`config.mk`:
```
export PLATFORM = sky130hd
export DESIGN_NAME = iso_tx_seq
export DESIGN_NICKNAME = d
export VERILOG_FILES = /design/src/rtl/iso_tx_pkg.sv /design/src/rtl/iso_hdr_reg.sv /design/src/rtl/iso_chan_pick.sv /design/src/rtl/iso_word_ctr.sv /design/src/rtl/iso_tx_seq.sv
export SDC_FILE = /design/constraint.sdc
export NUM_CORES = 1
export LEC_CHECK = 0
export ABC_AREA = 1
export BUFFER_PORTS_ARGS = -buffer_cell sky130_fd_sc_hd__buf_4
export CELL_PAD_IN_SITES_DETAIL_PLACEMENT = 0
export CELL_PAD_IN_SITES_GLOBAL_PLACEMENT = 1
export CORE_MARGIN = 2
export CORE_UTILIZATION = 41
export CTS_CLUSTER_DIAMETER = 200
export DETAILED_ROUTE_END_ITERATION = 12
export PLACE_DENSITY_LB_ADDON = 0.05
export SYNTH_ARGS = -nofsm -noshare
export SYNTH_HDL_FRONTEND = slang
export SYNTH_HIERARCHICAL = 1
export SYNTH_SLANG_ARGS = --single-unit
export TNS_END_PERCENT = 50
```
`constraint.sdc`:
```
create_clock -name clk_i -period 7.45 [get_ports clk_i]
set_input_delay 0.3725 -clock clk_i [delete_from_list [all_inputs] [get_ports clk_i]]
set_output_delay 0.3725 -clock clk_i [all_outputs]
set_load 0.005 [all_outputs]
```
`src/rtl/iso_tx_pkg.sv`:
```
package iso_tx_pkg;
  typedef enum logic [2:0] {
    ST_IDLE,
    ST_FETCH,
    ST_PRE,
    ST_PAYLOAD,
    ST_GAP
  } seq_state_e;
endpackage

```
`src/rtl/iso_hdr_reg.sv`:
```
module iso_hdr_reg #(
  parameter int          DATA_W     = 32,
  parameter int          ADDR_W     = 8,
  parameter logic [7:0]  HDR_OFFSET = 8'h38,
  parameter int          CH_W       = 6,
  parameter int          CH_LSB     = 8
) (
  input  logic              clk_i,
  input  logic              rst_ni,
  input  logic              we_i,
  input  logic [ADDR_W-1:0] addr_i,
  input  logic [DATA_W-1:0] wdata_i,
  input  logic              load_i,
  input  logic [CH_W-1:0]   ch_i,
  output logic [DATA_W-1:0] hdr_o
);
  logic [DATA_W-1:0] stored_q;
  logic [DATA_W-1:0] hdr_d;

  always_ff @(posedge clk_i or negedge rst_ni) begin
    if (!rst_ni) stored_q <= '0;
    else if (we_i && addr_i == ADDR_W'(HDR_OFFSET)) stored_q <= wdata_i;
  end

  always_comb begin
    hdr_d = stored_q;
    hdr_d[CH_LSB +: CH_W] = ch_i;
  end

  always_ff @(posedge clk_i or negedge rst_ni) begin
    if (!rst_ni) hdr_o <= '0;
    else if (load_i) hdr_o <= hdr_d;
  end
endmodule

```
`src/rtl/iso_chan_pick.sv`:
```
module iso_chan_pick #(
  parameter int NUM_CHAN = 64,
  parameter int CH_W     = $clog2(NUM_CHAN)
) (
  input  logic [NUM_CHAN-1:0] pend_i,
  output logic                any_o,
  output logic [CH_W-1:0]     idx_o
);
  // lowest pending channel wins
  always_comb begin
    idx_o = '0;
    for (int i = NUM_CHAN - 1; i >= 0; i--) begin
      if (pend_i[i]) idx_o = CH_W'(i);
    end
    any_o = |pend_i;
  end
endmodule

```
`src/rtl/iso_word_ctr.sv`:
```
module iso_word_ctr #(
  parameter int LEN_W = 8
) (
  input  logic             clk_i,
  input  logic             rst_ni,
  input  logic             clr_i,
  input  logic             inc_i,
  input  logic [LEN_W-1:0] len_m1_i,
  output logic [LEN_W-1:0] cnt_o,
  output logic             last_o
);
  always_ff @(posedge clk_i or negedge rst_ni) begin
    if (!rst_ni)     cnt_o <= '0;
    else if (clr_i)  cnt_o <= '0;
    else if (inc_i)  cnt_o <= cnt_o + 1'b1;
  end

  assign last_o = (cnt_o == len_m1_i);
endmodule

```
`src/rtl/iso_tx_seq.sv`:
```
module iso_tx_seq
  import iso_tx_pkg::*;
#(
  parameter int         NUM_CHAN   = 64,
  parameter int         LEN_W      = 8,
  parameter int         DATA_W     = 32,
  parameter int         CFG_AW     = 8,
  parameter logic [7:0] HDR_OFFSET = 8'h38,
  parameter int         CH_LSB     = 8,
  parameter int         GAP_CYC    = 4
) (
  input  logic                clk_i,
  input  logic                rst_ni,
  input  logic                cfg_we_i,
  input  logic [CFG_AW-1:0]   cfg_addr_i,
  input  logic [DATA_W-1:0]   cfg_wdata_i,
  input  logic [NUM_CHAN-1:0] chan_mask_i,
  input  logic [LEN_W-1:0]    len_m1_i,
  input  logic                ready_i,
  input  logic                rd_en_i,
  input  logic [DATA_W-1:0]   buf_data_i,
  output logic                done_o,
  output logic                pkt_start_o,
  output logic [DATA_W-1:0]   hdr_o,
  output logic [LEN_W-1:0]    buf_addr_o,
  output logic [DATA_W-1:0]   tx_data_o,
  output logic                tx_valid_o
);
  localparam int CH_W  = $clog2(NUM_CHAN);
  localparam int GAP_W = $clog2(GAP_CYC + 1);

  seq_state_e          state_q;
  logic                ready_q, ready_qq;
  logic                start;
  logic [NUM_CHAN-1:0] pend_q;
  logic [LEN_W-1:0]    len_q;
  logic [GAP_W-1:0]    gap_q;
  logic                done_q;
  logic                pick_any;
  logic [CH_W-1:0]     pick_idx;
  logic                take, last_word;
  logic [LEN_W-1:0]    word_cnt;

  // accept only a pulse of exactly one cycle
  always_ff @(posedge clk_i or negedge rst_ni) begin
    if (!rst_ni) begin
      ready_q  <= 1'b0;
      ready_qq <= 1'b0;
    end else begin
      ready_q  <= ready_i;
      ready_qq <= ready_q;
    end
  end

  // ignored unless idle
  assign start = (state_q == ST_IDLE) && ready_q && !ready_qq && !ready_i;

  iso_chan_pick #(.NUM_CHAN(NUM_CHAN), .CH_W(CH_W)) u_pick (
    .pend_i (pend_q),
    .any_o  (pick_any),
    .idx_o  (pick_idx)
  );

  iso_hdr_reg #(
    .DATA_W(DATA_W), .ADDR_W(CFG_AW), .HDR_OFFSET(HDR_OFFSET),
    .CH_W(CH_W), .CH_LSB(CH_LSB)
  ) u_hdr (
    .clk_i   (clk_i),
    .rst_ni  (rst_ni),
    .we_i    (cfg_we_i),
    .addr_i  (cfg_addr_i),
    .wdata_i (cfg_wdata_i),
    .load_i  (state_q == ST_FETCH),
    .ch_i    (pick_idx),
    .hdr_o   (hdr_o)
  );

  assign take = (state_q == ST_PAYLOAD) && rd_en_i;

  iso_word_ctr #(.LEN_W(LEN_W)) u_ctr (
    .clk_i    (clk_i),
    .rst_ni   (rst_ni),
    .clr_i    (state_q == ST_PRE),
    .inc_i    (take),
    .len_m1_i (len_q),
    .cnt_o    (word_cnt),
    .last_o   (last_word)
  );

  // reset to idle with done high
  always_ff @(posedge clk_i or negedge rst_ni) begin
    if (!rst_ni) begin
      state_q <= ST_IDLE;
      pend_q  <= '0;
      len_q   <= '0;
      gap_q   <= '0;
      done_q  <= 1'b1;
    end else begin
      unique case (state_q)
        ST_IDLE: begin
          if (start) begin
            done_q  <= 1'b0;
            pend_q  <= chan_mask_i;
            len_q   <= len_m1_i;
            gap_q   <= '0;
            state_q <= (|chan_mask_i) ? ST_FETCH : ST_GAP;
          end
        end
        ST_FETCH: begin
          pend_q[pick_idx] <= 1'b0;
          state_q          <= ST_PRE;
        end
        ST_PRE: state_q <= ST_PAYLOAD;
        ST_PAYLOAD: begin
          if (take && last_word) begin
            gap_q   <= '0;
            state_q <= pick_any ? ST_FETCH : ST_GAP;
          end
        end
        ST_GAP: begin
          if (gap_q == GAP_W'(GAP_CYC - 1)) begin
            done_q  <= 1'b1;
            state_q <= ST_IDLE;
          end else begin
            gap_q <= gap_q + 1'b1;
          end
        end
        default: state_q <= ST_IDLE;
      endcase
    end
  end

  assign done_o      = done_q;
  assign pkt_start_o = (state_q == ST_PRE);
  assign tx_valid_o  = take;
  assign buf_addr_o  = word_cnt;
  assign tx_data_o   = buf_data_i;
endmodule

```
# Yosys cells after proc, flatten, opt, wreduce, memory -nomap -nowiden
# Cells that the tools add are included.
# word_totals
ff_bits	153
in_bits	149
output_inout_bits	75
word_cells	131
# op_classes
add_sub_neg	2
magnitude_cmp	2
eq_ne	11
mux	83
bitwise	2
reduce_logical	21
# op_table
operator	n
two-way mux 6 bit	64
one-hot mux 64 bit (2 select lines)	1
OR reduction 64 bit	2
bitwise AND 64 bit	1
two-way mux 64 bit	1
inverter 64 bit	1
two-way mux 3 bit	8
two-way mux 8 bit	2
one-hot mux 3 bit (5 select lines)	1
== test 3 x 2 -> 1 bit, second input constant	3
one-hot mux 3 bit (3 select lines)	1
adder 8 x 1 -> 8 bit, second input constant	1
== test 8 x 6 -> 1 bit, second input constant	1
== test 8 bit	1
logical AND 1 bit	7
< comparator 6 x 7 -> 1 bit, second input constant	1
demux 1 bit (select 6 bit)	1
greater-or-equal comparator 6 x 1 -> 1 bit, second input constant	1
inequality test 2 bit, second input constant	3
AND reduction 3 bit	2
nonzero test 2 bit	3
AND reduction 2 bit	2
AND reduction 4 bit	1
adder 3 x 1 -> 3 bit, second input constant	1
other kinds (8)	11

# Depth between registers and ports, before layout
# depth
word_depth	71
depth_mapped	69
ltp_nobuf	68

# Modules after synthesis
# The synthesis kept the hierarchy.
# modules_own_cells
module	instances	cells_per_inst	area_per_inst_um2
iso_tx_seq	1	494	4165.2
iso_hdr_reg	1	189	2331.0
iso_chan_pick	1	235	1024.7
iso_word_ctr	1	73	554.3

# Least setup slack after synthesis
# No wires, ideal clock.
# synth_path
kind	reg-to-reg
start	register pend_q[62]
end	register pend_q[41]
arrival_ns	3.907
path_slack_ns	3.418
stages_incl_launch_ff	70
path_buffers	1
synth_period_minus_slack_ns	4.032
cell_sequence	dfrtp_1 -> inv_1 -> nand2_1 -> nand2_1 -> nand2_1 -> nand2_1 -> nand2_1 -> nand2_1 -> nand2_1 -> nand2_1 -> nand2_1 -> nand2_1 -> nand2_1 -> nand2_1 -> nand2_1 -> nand2_1 -> nand2_1 -> nand2_1 -> (+34 left out) -> nand2_1 -> nand2_1 -> nand2_1 -> nand2_1 -> nand2_1 -> nand2_1 -> nand2_1 -> nand2_1 -> nand2_1 -> nand2_1 -> nand2_1 -> a21oi_2 -> buf_2 -> inv_1 -> nor3_1 -> nand2_1 -> o211ai_1 -> nand2_1
# synth_via
elab_chain_cells	70
# synth_rtl
element	line_no	source
from (decl)	iso_tx_seq.sv:35	logic [NUM_CHAN-1:0] pend_q;
from (signal assigned)	iso_tx_seq.sv:103	pend_q <= chan_mask_i;
two-way mux 6 bit (*) (63 in a row)	iso_chan_pick.sv:13	if (pend_i[i]) idx_o = CH_W'(i);
named net pick_idx[0]	iso_tx_seq.sv:40	logic [CH_W-1:0] pick_idx;
< comparator 6 x 7 -> 1 bit (implied by the code) or greater-or-equal comparator 6 x 1 -> 1 bit (tied branches)	iso_tx_seq.sv:110	pend_q[pick_idx] <= 1'b0;
logical AND 1 bit (implied by the code)	iso_tx_seq.sv:110	
two-way mux 1 bit (implied by the code)	iso_tx_seq.sv:110	
demux 1 bit (select 6 bit) (*)	iso_tx_seq.sv:110	
inverter 64 bit (no line) (*)	--	
bitwise AND 64 bit (no line) (*)	--	
one-hot mux 64 bit (2 select lines) (*)	iso_tx_seq.sv:99	unique case (state_q)
# Mark *: on every way through the listed nets, which the timed path passes. The rest lies on a longest branch.
# A chain may end at the register's enable or synchronous reset.

# Worst setup path after layout
# layout_path
start	register pend_q[62]
end	register pend_q[13]
# The elaborated chain is that of the path after synthesis.

==> flow_summary.toml <==
[sta]
period_needed_ps = 5177
setup_tns_ps = 0
post-route-period-util_pct = 69.48
setup-violations-final = 0
rsz0062_at_grt = "no"
hold_violations = 0
fmax_mhz = 193.2
clock_skew_ps = 5.900
whs_ps = 67.29
relSlewSlack_pct = 36.84
slew_violations = 0
worst_pin_slew_ps = 947.4

[clock_network]
cts_resized = 0
cts.sinks = 147
worstSkewPairLatency_ps = 420
path_clk_slew_ps = 60
cts_tree = "done"
cts-root-buf = "clkbuf_16"
numCtsBuffers = 17
cts-htree-levels = 4
clockBufferDepth = 2

[yosys]
yosysUniqueCellTypes = 41
synth_edf_count = 0
netlist_area_sq_um = 8075
synth.net_count = 1143
post_synth_inst_count = 991
seq_area_frac_synth_pct = 45.57
async_flop_share_pct = 100.0
yosysWarnings = 6
ys_ff_latch = 147
ys.flop_type = "dfrtp_1"
avgSynthCellArea_sq_um = 8.149

[drt]
num_vias = 6574
drtPass1Iterations = 4
detail_route.wl_per_cell_um = 15.36
vias_per_cell = 4.760
drtIter0Drc = 305
drc = 0
routed_wl_um = 21220
antenna_left = 0

[floorplanning]
start_util_pct = 41.63
core_area_sq_um = 19400
ios = 224
dieHeight_um = 144.3
die-area_sq_um = 20830
rows = 51
die_w_um = 144.3

[worst_setup_path]
cp.required_ps = 7750
path_common_cell = "nand2_1"
cpPeakStageDelay_ps = 660
path_max_fanout = 11
arrival_ps = 5480
crit_type = "reg2reg"
critPathLaunchType = "register"
slowest_stage = "nand4_1"
worst_setup_path_end_kind = "register"
path_delay_family = "simple AND/OR/NAND/NOR gates"
critPathBufInv = 1

[final_layout]
syn_to_final_growth_pct = 19.71
nets = 1257
fillers = 1992
drive_above_1_share_pct = 21.51
final_common_cell = "nand2_1"
insertedDiodeCount = 0
fin_area_sq_um = 9667
layout_common_cells = "362 x nand2_1, 157 x buf_4, 146 x dfrtp_1"

[min_path]
min_path_type = "in2reg"

[grt]
grt_pass1_vias = 6634
antenna_found_initial = 0
grt_max_degree = 76
grt_overflow = 0
grt_usage_pct = 21.48
grt_pass1_wl_um = 34240

[status]
status = "completed"

[job]
max-cap-violations = 0

[placement]
io_buffer_count = 153
dp_hpwl_um = 14860
gp_congestion = 0.7920
placed_cell_area_sq_um = 9092

[power_and_ir_drop]
p_leak_uw = 0.005069
max-vdd-ir-drop_mv = 0.1612
power_density_nw_per_um2 = 367.0
## metrics by stage
stage                     cells  total power (uW)  utilization (%)  setup WS (ps)
after floorplan             991              2305                -           3418
after global placement     1350              2721            46.87           2228
after detailed placement   1350              2732            46.87           2222
after CTS                  1381              3583            49.83           2161
after global routing       1381              3854            49.83           1429
final                      1381              3548            49.83           2273
## synth_stat cells (9+ instances only)
cell	count	share of area [%]
nand2_1	362	17
dfrtp_1	146	45
nor2_1	101	4.7
inv_1	88	4.1
o211ai_1	64	5.9
buf_4	36	3.3
nand4_1	30	2.3
nand3_1	22	1.4
mux2_2	20	2.8
buf_6	16	2.2
mux2_1	12	1.7
buf_2	11	0.68
a21oi_1	9	0.56
## repair_timing
action                                 4_1_cts  5_1_grt
endpoints found under the hold margin        7        0
buffers inserted                             0        0
hold buffers                                 1        0
## flip-flops by register name (all words and copies together) (netlist names)
name,cells
gap_q,3
u_hdr/stored_q,26
done_o,1
ready_q,1
u_hdr/hdr_o,32
len_q,8
pend_q,64
ready_qq,1
state_q,3
u_ctr/cnt_o,8
## routing by layer
layer	track usage [%]	share of wire, %	up-vias	wire, um
li1	-	-	3386	-
met5	0	0	-	0
met3	8.245	7.9	22	1674
met1	27.43	44	3013	9347
met2	33.97	46	153	9808
met4	6.336	1.8	0	386
## kinds of logic (layout without fill, tap and decap cells)
family,Yosys count,count (layout),synth area share [%]
buffers and inverters,164,289,12.16
adder cells (fa/ha/maj),3,3,0.4649
AND/OR/NAND/NOR,548,548,28.70
AO/OA/AOI/OAI,88,88,7.670
flip-flops,147,147,45.57
XOR/XNOR,9,9,0.9762
multiplexers,32,32,4.462
## area by class of cell
type / instances / area [sq um] / share of cell area, %
multi-input cells: 680 / 3420 / 35.37
repair buffers: 159 / 1200 / 12.41
clock buffers: 18 / 439.2 / 4.543
inverters: 100 / 471.7 / 4.880
clock inverters: 12 / 125.1 / 1.294
flip-flops and latches: 147 / 3680 / 38.07
well taps: 265 / 331.6 / 3.430
## where the power goes
part,total [uW],internal [uW],switching [uW]
Combinational,1450,606,846
Clock,833,473,360
Sequential,1260,1060,204
## worst paths after layout
kind,startpoint,to,slack [ps],cells past startpoint
worst max-delay path,pend_q[62]$_DFFE_PN0P_,pend_q[13]$_DFFE_PN0P_,2270,66
worst min-delay path,ready_i,ready_q$_DFF_PN0_,70,1
worst max register to register,pend_q[62]$_DFFE_PN0P_,pend_q[13]$_DFFE_PN0P_,2270,66
worst min register to register,ready_q$_DFF_PN0_,ready_qq$_DFF_PN0_,370,0
max in group asynchronous,rst_ni,u_hdr/stored_q[3]$_DFFE_PN0P_,5480,3
min in group asynchronous,rst_ni,u_hdr/stored_q[15]$_DFFE_PN0P_,520,2
Power figures use the tool's default switching activity.
